<file path="config.mk">
export PLATFORM = sky130hd
export DESIGN_NAME = line_draw_engine
export DESIGN_NICKNAME = d
export VERILOG_FILES = /design/src/rtl/line_draw_pkg.sv /design/src/rtl/line_stepper.sv /design/src/rtl/line_merge.sv /design/src/rtl/line_draw_engine.sv
export SDC_FILE = /design/constraint.sdc
export NUM_CORES = 1
export LEC_CHECK = 0
export CAP_MARGIN = 20
export CORE_AREA = 2 2 134 136
export DETAILED_ROUTE_END_ITERATION = 6
export DIE_AREA = 0 0 136 138
export MAX_ROUTING_LAYER = met4
export PLACE_DENSITY = 0.85
export SYNTH_ARGS = -nofsm -noshare
export SYNTH_HDL_FRONTEND = slang
export SYNTH_SLANG_ARGS = --single-unit
</file>
<file path="constraint.sdc">
create_clock -name clk -period 3.55 [get_ports clk]
set_clock_uncertainty 0.2 [all_clocks]
set_input_delay 0.8875 -clock clk [delete_from_list [all_inputs] [get_ports clk]]
set_output_delay 0.8875 -clock clk [all_outputs]
set_load 0.02 [all_outputs]
</file>
<file path="src/rtl/line_draw_pkg.sv">
package line_draw_pkg;
  typedef enum logic [1:0] {
    ST_IDLE  = 2'd0,
    ST_READ  = 2'd1,
    ST_MERGE = 2'd2,
    ST_WRITE = 2'd3
  } ld_state_e;

  typedef struct packed {
    logic x_neg;
    logic y_neg;
    logic y_major;
  } octant_t;
endpackage

</file>
<file path="src/rtl/line_stepper.sv">
module line_stepper
  import line_draw_pkg::*;
#(
  parameter int ADDR_W = 16,
  parameter int LEN_W  = 10
) (
  input  logic              clk,
  input  logic              rst,
  input  logic              load,
  input  logic              adv,
  input  logic [LEN_W-1:0]  major_len,
  input  logic [LEN_W-1:0]  minor_len,
  input  octant_t           octant,
  input  logic [ADDR_W-1:0] start_addr,
  input  logic [3:0]        start_bit,
  input  logic [ADDR_W-1:0] row_stride,
  input  logic [15:0]       pattern,
  input  logic              one_dot,
  output logic [ADDR_W-1:0] addr,
  output logic [15:0]       pix_mask,
  output logic              pat_bit,
  output logic              plot_en,
  output logic              last
);
  localparam int ERR_W = LEN_W + 4;

  logic signed [ERR_W-1:0] err, inc_straight, inc_diag;
  logic signed [ERR_W-1:0] maj_s, min_s;
  logic [LEN_W-1:0]  cnt;
  logic [3:0]        pix;
  logic [15:0]       pat;
  logic [ADDR_W-1:0] stride;
  octant_t           oct;
  logic              od, row_moved;

  logic              diag, x_mv, y_mv;
  logic [3:0]        pix_nx;
  logic [ADDR_W-1:0] addr_x, addr_nx;

  assign maj_s = ERR_W'(major_len);
  assign min_s = ERR_W'(minor_len);

  // step decision and next position
  always_comb begin
    diag   = !err[ERR_W-1];
    x_mv   = oct.y_major ? diag : 1'b1;
    y_mv   = oct.y_major ? 1'b1 : diag;
    pix_nx = pix;
    addr_x = addr;
    if (x_mv) begin
      if (!oct.x_neg) begin
        pix_nx = pix + 4'd1;
        if (pix == 4'd15) addr_x = addr + ADDR_W'(1);
      end else begin
        pix_nx = pix - 4'd1;
        if (pix == 4'd0) addr_x = addr - ADDR_W'(1);
      end
    end
    addr_nx = addr_x;
    if (y_mv) addr_nx = oct.y_neg ? addr_x - stride : addr_x + stride;
  end

  always_ff @(posedge clk) begin
    if (rst) begin
      err          <= '0;
      inc_straight <= '0;
      inc_diag     <= '0;
      cnt          <= '0;
      pix          <= '0;
      pat          <= '0;
      addr         <= '0;
      stride       <= '0;
      oct          <= '0;
      od           <= 1'b0;
      row_moved    <= 1'b1;
    end else if (load) begin
      err          <= (min_s <<< 2) - (maj_s <<< 1);
      inc_straight <= min_s <<< 2;
      inc_diag     <= (min_s - maj_s) <<< 2;
      cnt          <= major_len;
      pix          <= start_bit;
      pat          <= pattern;
      addr         <= start_addr;
      stride       <= row_stride;
      oct          <= octant;
      od           <= one_dot;
      row_moved    <= 1'b1;
    end else if (adv) begin
      err       <= err + (diag ? inc_diag : inc_straight);
      cnt       <= cnt - LEN_W'(1);
      pix       <= pix_nx;
      addr      <= addr_nx;
      pat       <= {pat[14:0], pat[15]};
      row_moved <= y_mv;
    end
  end

  assign pix_mask = 16'h8000 >> pix;
  assign pat_bit  = pat[15];
  assign plot_en  = !od || row_moved;
  assign last     = (cnt == '0);

  // rotation never gains or loses pattern bits
  assert_pat_rot_R6: assert property (@(posedge clk) disable iff (rst)
    adv |=> $countones(pat) == $countones($past(pat)));

  // a straight step never makes the error term smaller
  assert_err_straight_R2: assert property (@(posedge clk) disable iff (rst)
    (adv && !diag) |=> err >= $past(err));
endmodule

</file>
<file path="src/rtl/line_merge.sv">
module line_merge (
  input  logic [15:0] old_word,
  input  logic [15:0] mask,
  input  logic        pat_bit,
  input  logic        xor_mode,
  input  logic        plot_en,
  output logic [15:0] new_word
);
  for (genvar i = 0; i < 16; i++) begin : g_bit
    logic hit;
    assign hit         = mask[i] & plot_en;
    assign new_word[i] = hit ? (xor_mode ? (old_word[i] ^ pat_bit) : pat_bit)
                             : old_word[i];
  end
endmodule

</file>
<file path="src/rtl/line_draw_engine.sv">
module line_draw_engine
  import line_draw_pkg::*;
#(
  parameter int ADDR_W = 16,
  parameter int LEN_W  = 10
) (
  input  logic              clk,
  input  logic              rst,
  input  logic              start,
  input  logic [LEN_W-1:0]  major_len,
  input  logic [LEN_W-1:0]  minor_len,
  input  logic              x_neg,
  input  logic              y_neg,
  input  logic              y_major,
  input  logic [ADDR_W-1:0] start_addr,
  input  logic [3:0]        start_bit,
  input  logic [ADDR_W-1:0] row_stride,
  input  logic [15:0]       pattern,
  input  logic              xor_mode,
  input  logic              one_dot,
  output logic [ADDR_W-1:0] mem_addr,
  output logic              mem_rd,
  output logic              mem_wr,
  output logic [15:0]       mem_wdata,
  input  logic [15:0]       mem_rdata,
  output logic              busy,
  output logic              done
);
  ld_state_e   state;
  logic        xm;
  logic        load, adv;
  logic [15:0] mask, merged;
  logic        pat_bit, plot_en, last;
  octant_t     oct_in;

  assign oct_in = '{x_neg: x_neg, y_neg: y_neg, y_major: y_major};
  assign load   = (state == ST_IDLE) && start;
  assign adv    = (state == ST_WRITE) && !last;

  line_stepper #(.ADDR_W(ADDR_W), .LEN_W(LEN_W)) u_step (
    .clk(clk), .rst(rst), .load(load), .adv(adv),
    .major_len(major_len), .minor_len(minor_len), .octant(oct_in),
    .start_addr(start_addr), .start_bit(start_bit), .row_stride(row_stride),
    .pattern(pattern), .one_dot(one_dot),
    .addr(mem_addr), .pix_mask(mask), .pat_bit(pat_bit),
    .plot_en(plot_en), .last(last)
  );

  line_merge u_merge (
    .old_word(mem_rdata), .mask(mask), .pat_bit(pat_bit),
    .xor_mode(xm), .plot_en(plot_en), .new_word(merged)
  );

  always_ff @(posedge clk) begin
    if (rst) begin
      state     <= ST_IDLE;
      busy      <= 1'b0;
      done      <= 1'b0;
      mem_rd    <= 1'b0;
      mem_wr    <= 1'b0;
      mem_wdata <= '0;
      xm        <= 1'b0;
    end else begin
      done <= 1'b0;
      case (state)
        ST_IDLE: if (start) begin
          state  <= ST_READ;
          busy   <= 1'b1;
          mem_rd <= 1'b1;
          xm     <= xor_mode;
        end
        ST_READ: begin
          mem_rd <= 1'b0;
          state  <= ST_MERGE;
        end
        ST_MERGE: begin
          mem_wdata <= merged;
          mem_wr    <= 1'b1;
          state     <= ST_WRITE;
        end
        default: begin
          mem_wr <= 1'b0;
          if (last) begin
            state <= ST_IDLE;
            busy  <= 1'b0;
            done  <= 1'b1;
          end else begin
            state  <= ST_READ;
            mem_rd <= 1'b1;
          end
        end
      endcase
    end
  end

  // strobes exclusive
  assert_rw_excl_R8: assert property (@(posedge clk) disable iff (rst)
    !(mem_rd && mem_wr));

  // write goes to the address read two cycles earlier
  assert_rmw_addr_R8: assert property (@(posedge clk) disable iff (rst)
    mem_wr |-> ($past(mem_rd, 2) && mem_addr == $past(mem_addr, 2)));

  // bits outside the pixel mask keep the value read
  assert_keep_bits_R4: assert property (@(posedge clk) disable iff (rst)
    mem_wr |-> ((mem_wdata ^ $past(mem_rdata)) & ~$past(mask)) == 16'h0);

  // done follows the final write, busy already low, one cycle only
  assert_done_after_wr_R9: assert property (@(posedge clk) disable iff (rst)
    done |-> ($past(mem_wr) && !busy));
  assert_done_pulse_R9: assert property (@(posedge clk) disable iff (rst)
    done |=> !done);

  // a start while busy does not restart the read sequence
  assert_start_ignored_R10: assert property (@(posedge clk) disable iff (rst)
    (busy && start && !mem_wr) |=> !mem_rd || $past(state == ST_WRITE) || $past(state == ST_IDLE));
endmodule

</file>
======== Word-level counts from Yosys, hierarchy flattened ========
Index checks and enable logic that the tools add are counted.
storage, ports and cells
  bits in registers ....................... 126
  latch bits .............................. 0
  memory bits (writable) .................. 0
  bits in read-only memories .............. 0
  output and inout port bits .............. 36
  logic and storage cells ................. 154
  memories kept ........................... 0
cells by class
  add/sub/neg operators ................... 10
  multipliers ............................. 0
  div/mod/pow operators ................... 0
  order comparisons ....................... 0
  eq/ne operators ......................... 6
  shift-type cells ........................ 1
  mux-type cells .......................... 63
  bitwise operators ....................... 34
  reductions and logical operators ........ 20
operator list
  operator                 number
  $mux W16                 10
  $mux W14                 3
  $mux W1                  39
  $mux W10                 2
  $add A16 B1 Y16 const B  1
  $add A16 B16 Y16         1
  $and A1 B1 Y1            16
  $mux W4                  4
  $shr A16 B4 Y16 const A  1
  $sub A16 B1 Y16 const B  1
  $sub A16 B16 Y16         1
  $xor A1 B1 Y1            16
  $add A14 B14 Y14         1
  $sub A12 B11 Y13         1
  $sub A10 B10 Y11         1
  $logic_not A10 Y1        1
  $sub A10 B1 Y10 const B  1
  $pmux W2 S3              1
  $reduce_and A3 Y1        2
  $reduce_bool A2 Y1       3
  $reduce_or A2 Y1         3
  $add A4 B1 Y4 const B    1
  $eq A2 B2 Y1 const B     2
  $eq A4 B4 Y1 const B     1
  other kinds (15)         21

======== Depth between registers and ports, before layout ========
Gate-level depths: netlist of run 1.
  depth after elaboration ................. 9
  mapped depth ............................ 18

======== Hierarchy ========
Synthesis of run 1 repeated with hierarchy kept, for this count alone.
unflattened totals
  cells, all modules ...................... 1143
  area, all modules ....................... 9046.2 um2
modules (own cells, without submodules)
  module            times used  cells each  area each (um2)  sequential area each (um2)
  line_stepper      1           962         7509.7           2001.9
  line_draw_engine  1           92          944.7            460.4
  line_merge        1           89          591.8            0.0

======== Worst setup path after synthesis of run 1 ========
Ideal clock, no wire load.
  kind .................................... flip-flop to flip-flop
  from .................................... reg u_step.addr[0]
  to ...................................... reg u_step.addr[15]
  setup time .............................. 0.126 ns
  data arrival time ....................... 3.520 ns
  data required time ...................... 3.224 ns
  setup slack ............................. -0.296 ns
  cell stages (with the launch flop) ...... 18
  path buffers ............................ 1
  cells stage by stage .................... dfxtp_1 clkbuf_1 inv_1 ha_1 and4_1 a21oi_1 nor2_1 xor2_1 ha_1 a21o_1 a2111o_1 o211ai_1 a31oi_1 xnor2_1 nor2_2 xor2_1 a211oi_1 nor3b_2
between the ends
  cells in the longest elaborated chain, start to end .. 9
  elaborated cells on any way between the ends .. 12
RTL lines
  what                                                         RTL line                                RTL
  from (decl)                                                  line_stepper.sv:19                      output logic [ADDR_W-1:0] addr,
  from (signal assigned)                                       line_stepper.sv:83                      addr <= start_addr;
  from (signal assigned)                                       line_stepper.sv:92                      addr <= addr_nx;
  $add A16 B1 Y16 / $sub A16 B1 Y16 (equally long branches)    line_stepper.sv:53, line_stepper.sv:56
  $mux W16, on equally long branches                           line_stepper.sv:53, line_stepper.sv:56
  $mux W16                                                     line_stepper.sv:51                      if (!oct.x_neg) begin
  $mux W16 *                                                   line_stepper.sv:50                      if (x_mv) begin
  $add A16 B16 Y16 / $sub A16 B16 Y16 (equally long branches)  line_stepper.sv:60                      if (y_mv) addr_nx = oct.y_neg ? addr_x - stride : addr_x + stride;
  $mux W16                                                     line_stepper.sv:60
  $mux W16 *                                                   line_stepper.sv:60
  $mux W16 *                                                   line_stepper.sv:88                      end else if (adv) begin
  $mux W16 *                                                   line_stepper.sv:76                      end else if (load) begin
Mark *: on every way between the ends. The rest lies on a longest branch, timed or not. The select of a mux whose other input is x is not followed.
A chain may end at the register's enable or synchronous reset.

======== Final worst setup path of run 1 ========
  from .................................... reg u_step.addr[2]
  to ...................................... reg u_step.addr[15]
Same word-level chain as after synthesis.

==> impl_metrics.json, run 1 <==
{
  "status": "complete, but fails checks",
  "violations": "design-rule violations, negative setup slack",
  "grt_antenna_before_repair": 0,
  "critPathKind": "reg -> reg",
  "synth_edf_count": 0,
  "critPathBufInv": 0,
  "slew_headroom_pct": 28.7,
  "critical_path_required_ns": 3.66,
  "cts_root_buffer": "clkbuf_16",
  "n_antenna_cell": 0,
  "leakage_uw": 0.00471,
  "final-setup-viol-count": 10,
  "crit_path_end_kind": "register",
  "avgSynthCellArea_um2": 7.61,
  "fmax_ghz": 0.256,
  "p_sw_share_pct": 42.9,
  "cpLargestDelayFamily": "simple AND/OR/NAND/NOR gates",
  "ys_seq_elements": 123,
  "seq_power_share_pct": 21.3,
  "switchingPower_uw": 4180,
  "synth-seq-area-share_pct": 29.1,
  "syn_inst": 1113,
  "setup_tns_ns": -2.26,
  "grt_first_pass_wirelength_mm": 41.2,
  "final_cell_count_no_fill": 1560,
  "num_io_pins": 132,
  "core_area_mm2": 0.0175,
  "holdCritStartpoint": "u_step.inc_straight[4]",
  "grt_pass1_vias": 8748,
  "clkPwrFrac_pct": 18.4,
  "ir_drop_mv": 0.474,
  "max_cap_violations": 0,
  "cts_tree": "yes",
  "hold_depth": 2,
  "via_per_inst": 5.85,
  "initial_core_util_pct": 48.3,
  "grt_overflow": 0,
  "cts_hold_buf": 0,
  "r2r-start": "u_step.addr[2]",
  "gp_congestion": 0.967,
  "regArea_mm2": 0.00248,
  "worst_pin_slew_ns": 1.07,
  "grt_start_max_net_pins": 119,
  "nets": 1474,
  "period_needed_ns": 3.91,
  "intPower_uw": 5560,
  "grt_setup_unrepaired": "yes",
  "cpMostUsedCell": "xor2_1",
  "cts.clk_slew.worst_paths_ns": 0.06,
  "yosysWarnings": 0,
  "clk_latency_ns": 0.43,
  "vias": 9121,
  "fin_area_mm2": 0.0116,
  "cpMaxStageDelayCell": "a2111o_1",
  "drv_slew": 0,
  "cpPeakStageDelay_ns": 0.45,
  "hold_viol": 0,
  "place_inst": 1495,
  "cp.depth": 14,
  "cts_buffer_depth": 2,
  "layout-drive-gt1-share_pct": 17.6,
  "syn_area_mm2": 0.00847,
  "n_fill_cell": 1399,
  "die_area_mm2": 0.0188,
  "ys_types": 69,
  "reg2regPathDepth": 14,
  "cts_max_level": 4,
  "areaGrowthSynthToFinish_pct": 37.2,
  "regToRegSetupSlack_ns": -0.36,
  "drc": 2,
  "place_area_mm2": 0.0106,
  "pwr-share-comb_pct": 60.2,
  "cts_buffers": 17,
  "startpoint_type": "register",
  "fin_util_pct": 66.3,
  "hpwl_mm": 17.2,
  "totalWireLength_mm": 26.1,
  "synth_ff_type": "dfxtp_1",
  "firstDrtPassIters": 7,
  "critical_path_arrival_ns": 4.02,
  "hold_path_class": "reg -> reg",
  "wl_per_cell_um": 16.8,
  "min_period_over_period_pct": 110,
  "postRouteAntennaNets": 0,
  "crit_chain": "nand3_1 > nor4_2 > nand2_1 > a21oi_2 > xor2_1 > ha_1 > a2111o_1 > o211ai_1 > a31oi_1 > xnor2_1 > nor2_2 > xor2_1 > nand4_1 > nor3b_2",
  "drt_iter0_drc": 703,
  "syn_nets": 1269,
  "cp_max_fo": 3,
  "clock_sinks": 123,
  "ys_async_sr_fraction_pct": 0,
  "track_usage_pct": 27.6,
  "critPathLaunch": "u_step.addr[2]",
  "port-buffer-count": 131,
  "die_h_um": 138,
  "die_width_um": 136,
  "fp-row-count": 49,
  "powerDensity_mw_per_mm2": 838,
  "timing.final.ws_setup_ns": -0.363,
  "multiInputGateArea_mm2": 0.00578,
  "place_ws_ns": -0.270
}
[per-stage QoR]
stage,total power [uW],hold WS (ns)
floorplan,5440,0.229
global placement,6920,0.238
detailed placement,7080,0.247
CTS,9160,0.257
global route,10300,0.278
finish,9740,0.258
[cell type report]
| cell class | count | share of cell area (%) |
|---|---|---|
| multi-input combinational | 875 | 49.7 |
| sequential | 123 | 21.3 |
| timing repair buffer | 253 | 19.8 |
| inverter | 48 | 1.55 |
| clock buffer | 17 | 3.66 |
| clock inverter | 15 | 1.53 |
| tap | 229 | 2.46 |
[worst reg2reg max path, stage by stage (launching register included)]
cell	delay [ns]
dfxtp_1	0.42
nand3_1	0.22
nor4_2	0.40
nand2_1	0.14
a21oi_2	0.17
xor2_1	0.24
ha_1	0.30
a2111o_1	0.45
o211ai_1	0.30
a31oi_1	0.17
xnor2_1	0.22
nor2_2	0.05
xor2_1	0.23
nand4_1	0.11
nor3b_2	0.17
[cell usage in the layout (no fill, tap or decap), types with 12 or more instances in the layout]
master           count
a311oi_1            20
nor2b_1             12
nand3_1             16
nand2b_1            14
mux2i_1             19
xor2_1              21
ha_1                51
and3_1              15
buf_4              115
o21ai_0             37
nor2_1              93
a211oi_1            27
o211ai_1            14
dfxtp_1            117
a21oi_1            106
nand2_1            168
clkbuf_16           17
nor3_1              34
xnor2_1             46
a31oi_1             26
inv_1               45
clkdlybuf4s50_1    130
[cell families (layout without fill, tap and decap cells)]
| logic type | count (synthesis) | in the layout | share of synthesized area, % |
|---|---|---|---|
| adder cells (fa/ha/maj) | 60 | 60 | 9.30 |
| XOR/XNOR | 70 | 70 | 7.32 |
| flip-flops | 123 | 123 | 29.1 |
| AO/OA/AOI/OAI | 303 | 303 | 22.5 |
| multiplexers | 30 | 30 | 3.71 |
| AND/OR/NAND/NOR | 412 | 412 | 22.5 |
| buffers and inverters | 115 | 333 | 5.63 |
[Yosys cell counts (5+ instances only)]
cell	n	area [um^2]
nor2b_1	14	87.6
o211ai_1	14	105
xor2_1	21	184
inv_1	46	173
fa_1	5	100
or3_1	11	68.8
clkbuf_1	53	199
o21a_1	5	37.5
nand3_1	16	80.1
nand2b_1	16	100
mux2_2	11	124
ha_1	55	688
buf_2	10	50.1
a21boi_0	5	37.5
a21o_1	9	67.6
xnor2_1	48	420
mux2i_1	19	190
dfxtp_1	123	2460
a31oi_1	26	163
nand2_1	171	642
nor2_1	97	364
nand4_1	5	31.3
nor4_1	5	31.3
a21oi_1	114	571
a211oi_1	32	240
a311oi_1	21	184
nor3_1	37	185
and3_1	15	93.8
o21ai_0	47	235
[worst paths after layout]
kind / endpoint
worst max-delay path: u_step.addr[15]
worst min-delay path: u_step.inc_straight[4]
worst min register to register: u_step.inc_straight[4]
worst max register to register: u_step.addr[15]
[what timing repair did]
action                                  in CTS  in global routing
pin swaps                                   29                 44
resized for setup                           17                 45
buffers inserted                            25                 11
gates cloned                                 0                  0
endpoints found under the setup margin       4                 13
[layer usage]
layer / vias to the layer above / GRT usage (%) / part of all wire [%]
met5: - / - / 0
met4: 0 / 12.4 / 4.1
met3: 105 / 6.23 / 7.5
met2: 417 / 45.0 / 48
met1: 4243 / 32.0 / 41
li1: 4356 / - / -
[sequential cells by signal, indices dropped and copies added, names as in the netlist]
register / flops
u_step.od: 1
u_step.inc_diag: 11
u_step.pat: 16
xm: 1
u_step.stride: 16
state: 2
mem_rd: 1
u_step.err: 12
u_step.addr: 16
u_step.cnt: 10
mem_wr: 1
mem_wdata: 16
u_step.oct: 3
u_step.row_moved: 1
busy: 1
u_step.inc_straight: 10
done: 1
u_step.pix: 4
[power by group through the flow]
stage                     Sequential, uW  Combinational, uW  Clock (uW)
after global placement              2060               4860           0
after CTS                           2060               5300        1810
after detailed placement            2080               5010           0
after floorplan                     2140               3300           0
final                               2080               5870        1800
after global routing                2120               6340        1870
No activity file was read; power rests on OpenSTA's default activity.
==> run 2: changes to the inputs <==
TNS_END_PERCENT = 50   (was unset)
==> run 2 against run 1 <==
The run ends with negative setup slack left. Die area is the same. Non-clock buffer count shrank 21. Worst hold slack lost 0.0047 ns. Sequential share of layout area grew 0.44 points. Global-route usage shrank 0.54 points. Design area shrank 2.3%. Routed wire length shrank 6.0%. Via count shrank 3.2%. Combinational power shrank 8.9%. Critical path depth grew 3. Worst setup slack gained 0.22 ns. Total power shrank 4.8%. Largest power group unchanged. Highest routed layer unchanged.
==> impl_metrics.json, run 2 (synthesized netlist as in run 1, its figures left out) <==
{
  "num_io_pins": 132,
  "gp_congestion": 0.980,
  "firstDrtPassIters": 5,
  "cts_buffer_depth": 2,
  "min_to": "u_step.inc_straight[2]",
  "ir_drop_mv": 0.445,
  "cts.clk_slew.worst_paths_ns": 0.06,
  "period_needed_ns": 3.69,
  "final_cell_count_no_fill": 1539,
  "r2r_end": "u_step.addr[15]",
  "powerDensity_mw_per_mm2": 817,
  "die_area_mm2": 0.0188,
  "cp_max_fo": 4,
  "status": "complete, but fails checks",
  "startpoint_type": "register",
  "total_power_uw": 9270,
  "pwr-share-comb_pct": 57.7,
  "die_width_um": 136,
  "cts_buffers": 17,
  "grt_overflow": 0,
  "leakage_uw": 0.00459,
  "grt_antenna_before_repair": 0,
  "critPathKind": "reg -> reg",
  "max_cap_violations": 0,
  "switchingPower_uw": 3850,
  "worst_hold_slack_ns": 0.253,
  "grt_setup_unrepaired": "yes",
  "critical_path_required_ns": 3.66,
  "worst_pin_slew_ns": 1.07,
  "final_common_cell": "nand2_1",
  "cts_tree": "yes",
  "r2r-start": "u_step.pix[3]",
  "via_per_inst": 5.74,
  "wl_per_cell_um": 16.0,
  "grt_pass1_vias": 8637,
  "intPower_uw": 5420,
  "initial_core_util_pct": 48.3,
  "totalWireLength_mm": 24.6,
  "clkPwrFrac_pct": 20.1,
  "core_area_mm2": 0.0175,
  "port-buffer-count": 131,
  "drv_slew": 0,
  "clock_sinks": 123,
  "final-setup-viol-count": 3,
  "min_period_over_period_pct": 104,
  "cts_root_buffer": "clkbuf_16",
  "die_h_um": 138,
  "slew_headroom_pct": 28.3,
  "seq_power_share_pct": 22.3,
  "n_antenna_cell": 0,
  "cts_max_level": 4,
  "fmax_ghz": 0.271,
  "fp-row-count": 49,
  "track_usage_pct": 27.0,
  "reg2regPathDepth": 17,
  "crit_path_end_kind": "register",
  "final_cell_mix": "nand2_1, clkdlybuf4s50_1, dfxtp_1",
  "areaGrowthSynthToFinish_pct": 34.0,
  "postRouteAntennaNets": 0,
  "hold_path_class": "reg -> reg",
  "critical_path_arrival_ns": 3.80,
  "grt_start_max_net_pins": 77,
  "fin_util_pct": 64.8,
  "drt_iter0_drc": 545,
  "violations": "negative setup slack",
  "drc": 0,
  "cts_hold_buf": 0,
  "hpwl_mm": 17.7,
  "place_inst": 1502,
  "hold_depth": 2,
  "holdCritStartpoint": "u_step.inc_straight[2]",
  "clk_latency_ns": 0.43,
  "timing.final.ws_setup_ns": -0.141,
  "vias": 8832,
  "regToRegSetupSlack_ns": -0.14,
  "nets": 1453,
  "grt_first_pass_wirelength_mm": 40.4,
  "layout-drive-gt1-share_pct": 15.0,
  "hold_viol": 0,
  "p_sw_share_pct": 41.5
}
-- run 2: cell count changes in the layout (fill, tap and decap cells not counted), sizes merged --
cell	before	now
buf	123	102
inv	55	50
bufinv	2	3
clkbuf	17	21
-- run 2: critical path, stage by stage (launching register included) --
cell	delay [ns]
dfxtp_1	0.34
buf_4	0.15
nand2b_1	0.15
or2_4	0.29
nand2_4	0.07
o21ai_2	0.05
a221oi_2	0.31
inv_1	0.10
ha_1	0.29
nand2b_1	0.10
a211oi_4	0.34
o211ai_1	0.20
a31oi_1	0.26
xnor2_1	0.16
nor2_2	0.05
xor2_1	0.18
a211oi_2	0.26
nor3b_2	0.07
-- run 2: final cells by class --
| type | count | area, um^2 |
|---|---|---|
| clock buffers | 21 | 480 |
| fillers | 1435 | 6180 |
| inverters | 48 | 180 |
| flip-flops and latches | 123 | 2470 |
| multi-input cells | 875 | 5700 |
| well taps | 229 | 287 |
| clock inverters | 11 | 156 |
| repair buffers | 232 | 2080 |
-- run 2: power groups by stage --
| stage | clock, uW | sequential (uW) | combinational [uW] |
|---|---|---|---|
| 2_1_floorplan | 0 | 2140 | 3300 |
| 3_3_place_gp | 0 | 2060 | 4880 |
| 3_5_place_dp | 0 | 2070 | 5020 |
| 4_1_cts | 1880 | 2050 | 5190 |
| 5_1_grt | 1940 | 2110 | 5850 |
| 6_report | 1860 | 2060 | 5350 |
-- run 2: layer usage --
layer | GRT usage, % | vias up | part of all wire, %
met5 | - | - | 0
met4 | 10.9 | 0 | 3.0
met3 | 5.43 | 74 | 6.1
met2 | 44.4 | 300 | 49
met1 | 32.2 | 4145 | 42
li1 | - | 4313 | -
-- run 2: what timing repair did --
| action | in CTS | in global routing |
|---|---|---|
| setup buffers | 5 | 0 |
| setup endpoints to repair | 4 | 8 |
| endpoints found under the hold margin | 0 | 0 |
| resized for setup | 16 | 17 |
| pin swaps | 19 | 9 |
-- run 2: worst max path at each step --
stage,start,to,cells after the start
detailed placement,major_len[2],u_step.err[11],12
finish,u_step.pix[3],u_step.addr[15],17
floorplan,u_step.addr[0],u_step.addr[13],17
global route,u_step.pix[3],u_step.addr[13],15
global placement,major_len[2],u_step.err[11],12
CTS,u_step.pix[0],u_step.addr[15],17
-- run 2: per-stage QoR --
step                instance area [um^2]  TNS [ns]  setup WS [ns]
global route                       11400     -1.08         -0.314
CTS                                11300    -0.172        -0.0722
finish                             11400    -0.258         -0.141
global placement                   10600    -0.394         -0.181
floorplan                           8530   -0.0699        -0.0402
detailed placement                 10600     -1.12         -0.234
==> run 3: changes to the inputs <==
RECOVER_POWER = 50   (was unset)
==> run 3 against run 2 <==
The flow still finishes with violations (negative setup slack). Core utilization shrank 0.079 points. Count of clock-buffer cells in the layout is the same. Cell count is the same. Worst setup slack lost 0.0042 ns. Design area shrank 0.12%. Sequential power is essentially flat. Non-clock buffer count is the same. Via count is essentially flat. Routed wire length shrank 0.15%. Clock power is essentially flat. Sequential cell count is the same. Register-to-register slack is essentially flat.
==> impl_metrics.json, run 3 (synthesized netlist as in run 1, its figures left out) <==
{
  "postRouteAntennaNets": 0,
  "slew_headroom_pct": 3.88,
  "period_needed_ns": 3.69,
  "clk_latency_ns": 0.43,
  "leakage_uw": 0.00465,
  "firstDrtPassIters": 5,
  "cts_tree": "yes",
  "track_usage_pct": 27.0,
  "die_h_um": 138,
  "gr-usage-met3_pct": 5.43,
  "powerDensity_mw_per_mm2": 815,
  "fin_util_pct": 64.7,
  "cpLargestDelayFamily": "compound AO/OA/AOI/OAI gates",
  "drv_slew": 0,
  "drc": 0,
  "port-buffer-count": 131,
  "cp_max_fo": 4,
  "final-setup-viol-count": 3,
  "grt_overflow": 0,
  "worst_pin_slew_ns": 1.44,
  "critical_path_arrival_ns": 3.81,
  "nets": 1453,
  "grt_antenna_before_repair": 0,
  "place_ws_ns": -0.234,
  "cts.clk_slew.worst_paths_ns": 0.06,
  "cts_buffer_depth": 2,
  "final_common_cell": "nand2_1",
  "cts_buffers": 17,
  "use_met2_pct": 44.4,
  "vias": 8835,
  "gp_congestion": 0.980,
  "layout-drive-gt1-share_pct": 14.8,
  "grt_start_max_net_pins": 77,
  "n_antenna_cell": 0,
  "grt_first_pass_wirelength_mm": 40.4,
  "core_area_mm2": 0.0175,
  "cpMaxStageDelayCell": "dfxtp_2",
  "status": "complete, but fails checks",
  "critical_path_required_ns": 3.66,
  "hpwl_mm": 17.7,
  "final_cell_mix": "nand2_1, dfxtp_1, a21oi_1",
  "startpoint_type": "register",
  "fmax_ghz": 0.271,
  "die_area_mm2": 0.0188,
  "busiest_layer": "met2",
  "violations": "negative setup slack",
  "num_io_pins": 132,
  "fp-row-count": 49,
  "place_area_mm2": 0.0106,
  "wl_per_cell_um": 15.9,
  "intPower_uw": 5390,
  "cts_max_level": 4,
  "hold_viol": 0,
  "clock_sinks": 123,
  "areaGrowthSynthToFinish_pct": 33.9,
  "critPathKind": "reg -> reg",
  "min_period_over_period_pct": 104,
  "max_cap_violations": 0,
  "switchingPower_uw": 3850,
  "cpMostUsedCell": "nand2b_1",
  "drt_iter0_drc": 527,
  "cts_hold_buf": 0,
  "crit_chain": "nor3_4 > nand2b_1 > or2_4 > nand2_4 > o21ai_2 > a221oi_2 > inv_1 > ha_1 > nand2b_1 > a211oi_4 > o211ai_1 > a31oi_1 > xnor2_1 > nor2_2 > xor2_1 > a211oi_2 > nor3b_2",
  "fin_area_mm2": 0.0113,
  "die_width_um": 136,
  "totalWireLength_mm": 24.5,
  "critPathBufInv": 1,
  "initial_core_util_pct": 48.3,
  "pwr-share-comb_pct": 57.5,
  "via_per_inst": 5.74,
  "clkPwrFrac_pct": 20.2,
  "seq_power_share_pct": 22.3,
  "use_met1_pct": 32.2,
  "ir_drop_mv": 0.446,
  "p_sw_share_pct": 41.6,
  "crit_path_end_kind": "register",
  "grt_setup_unrepaired": "yes",
  "cts_root_buffer": "clkbuf_16",
  "grt_pass1_vias": 8637,
  "timing.final.ws_setup_ns": -0.145,
  "hold_path_class": "reg -> reg",
  "cpPeakStageDelay_ns": 0.34
}
run 3: changes by cell type in the layout (fill, tap and decap cells not counted):
cell             change
clkbuf_2             +2
clkbuf_4             +1
clkdlybuf4s50_1     -23
buf_4                -5
and2_0               +1
clkbuf_1             +2
and2_2               -1
dlygate4sd3_1       +23
run 3: worst register-to-register path, stage by stage, from the launching register on:
cell and delay (ns):
dfxtp_2 0.34, nor3_4 0.20, nand2b_1 0.10, or2_4 0.29
nand2_4 0.07, o21ai_2 0.06, a221oi_2 0.31, inv_1 0.10
ha_1 0.29, nand2b_1 0.10, a211oi_4 0.34, o211ai_1 0.19
a31oi_1 0.26, xnor2_1 0.16, nor2_2 0.05, xor2_1 0.18
a211oi_2 0.26, nor3b_2 0.07
run 3: worst paths after layout:
kind | start | to | cells past startpoint | slack (ns)
min reg2reg | u_step.inc_straight[9] | u_step.inc_straight[9] | 2 | 0.25
min | u_step.inc_straight[9] | u_step.inc_straight[9] | 2 | 0.25
max reg2reg | u_step.pix[0] | u_step.addr[15] | 17 | -0.14
max | u_step.pix[0] | u_step.addr[15] | 17 | -0.14
run 3: per-layer routing:
| metal | vias up | part of all wire, % | routed length [um] |
|---|---|---|---|
| met5 | - | 0 | 0 |
| met2 | 327 | 49 | 11900 |
| met1 | 4122 | 42 | 10400 |
| met3 | 70 | 6.3 | 1540 |
| met4 | 0 | 2.9 | 716 |
| li1 | 4316 | - | - |
run 3: cell type report:
| cell class | count | area (um^2) |
|---|---|---|
| Sequential cell | 123 | 2470 |
| Inverter | 48 | 180 |
| Timing Repair Buffer | 232 | 2070 |
| Clock buffer | 21 | 480 |
| Multi-Input combinational cell | 875 | 5700 |
| Fill cell | 1439 | 6190 |
| Tap cell | 229 | 287 |
| Clock inverter | 11 | 156 |
run 3: repair_timing:
item / CTS / global route
buffers inserted: 5 / 0
endpoints found under the setup margin: 4 / 8
pin swaps: 19 / 9
gates resized for setup: 16 / 17
run 3: metrics by stage:
stage | power, uW | hold slack, ns | std cells | TNS, ns
after floorplan | 5440 | 0.229 | 1113 | -0.0699
after global placement | 6930 | 0.238 | 1502 | -0.394
after detailed placement | 7090 | 0.247 | 1502 | -1.12
after CTS | 9120 | 0.254 | 1539 | -0.172
after global routing | 9870 | 0.274 | 1539 | -1.16
final | 9240 | 0.252 | 1539 | -0.245
run 3: power groups by stage:
| stage | Combinational (uW) | Sequential [uW] | Clock [uW] |
|---|---|---|---|
| 2_1_floorplan | 3300 | 2140 | 0 |
| 3_3_place_gp | 4880 | 2060 | 0 |
| 3_5_place_dp | 5020 | 2070 | 0 |
| 4_1_cts | 5190 | 2050 | 1880 |
| 5_1_grt | 5820 | 2110 | 1940 |
| 6_report | 5320 | 2060 | 1860 |
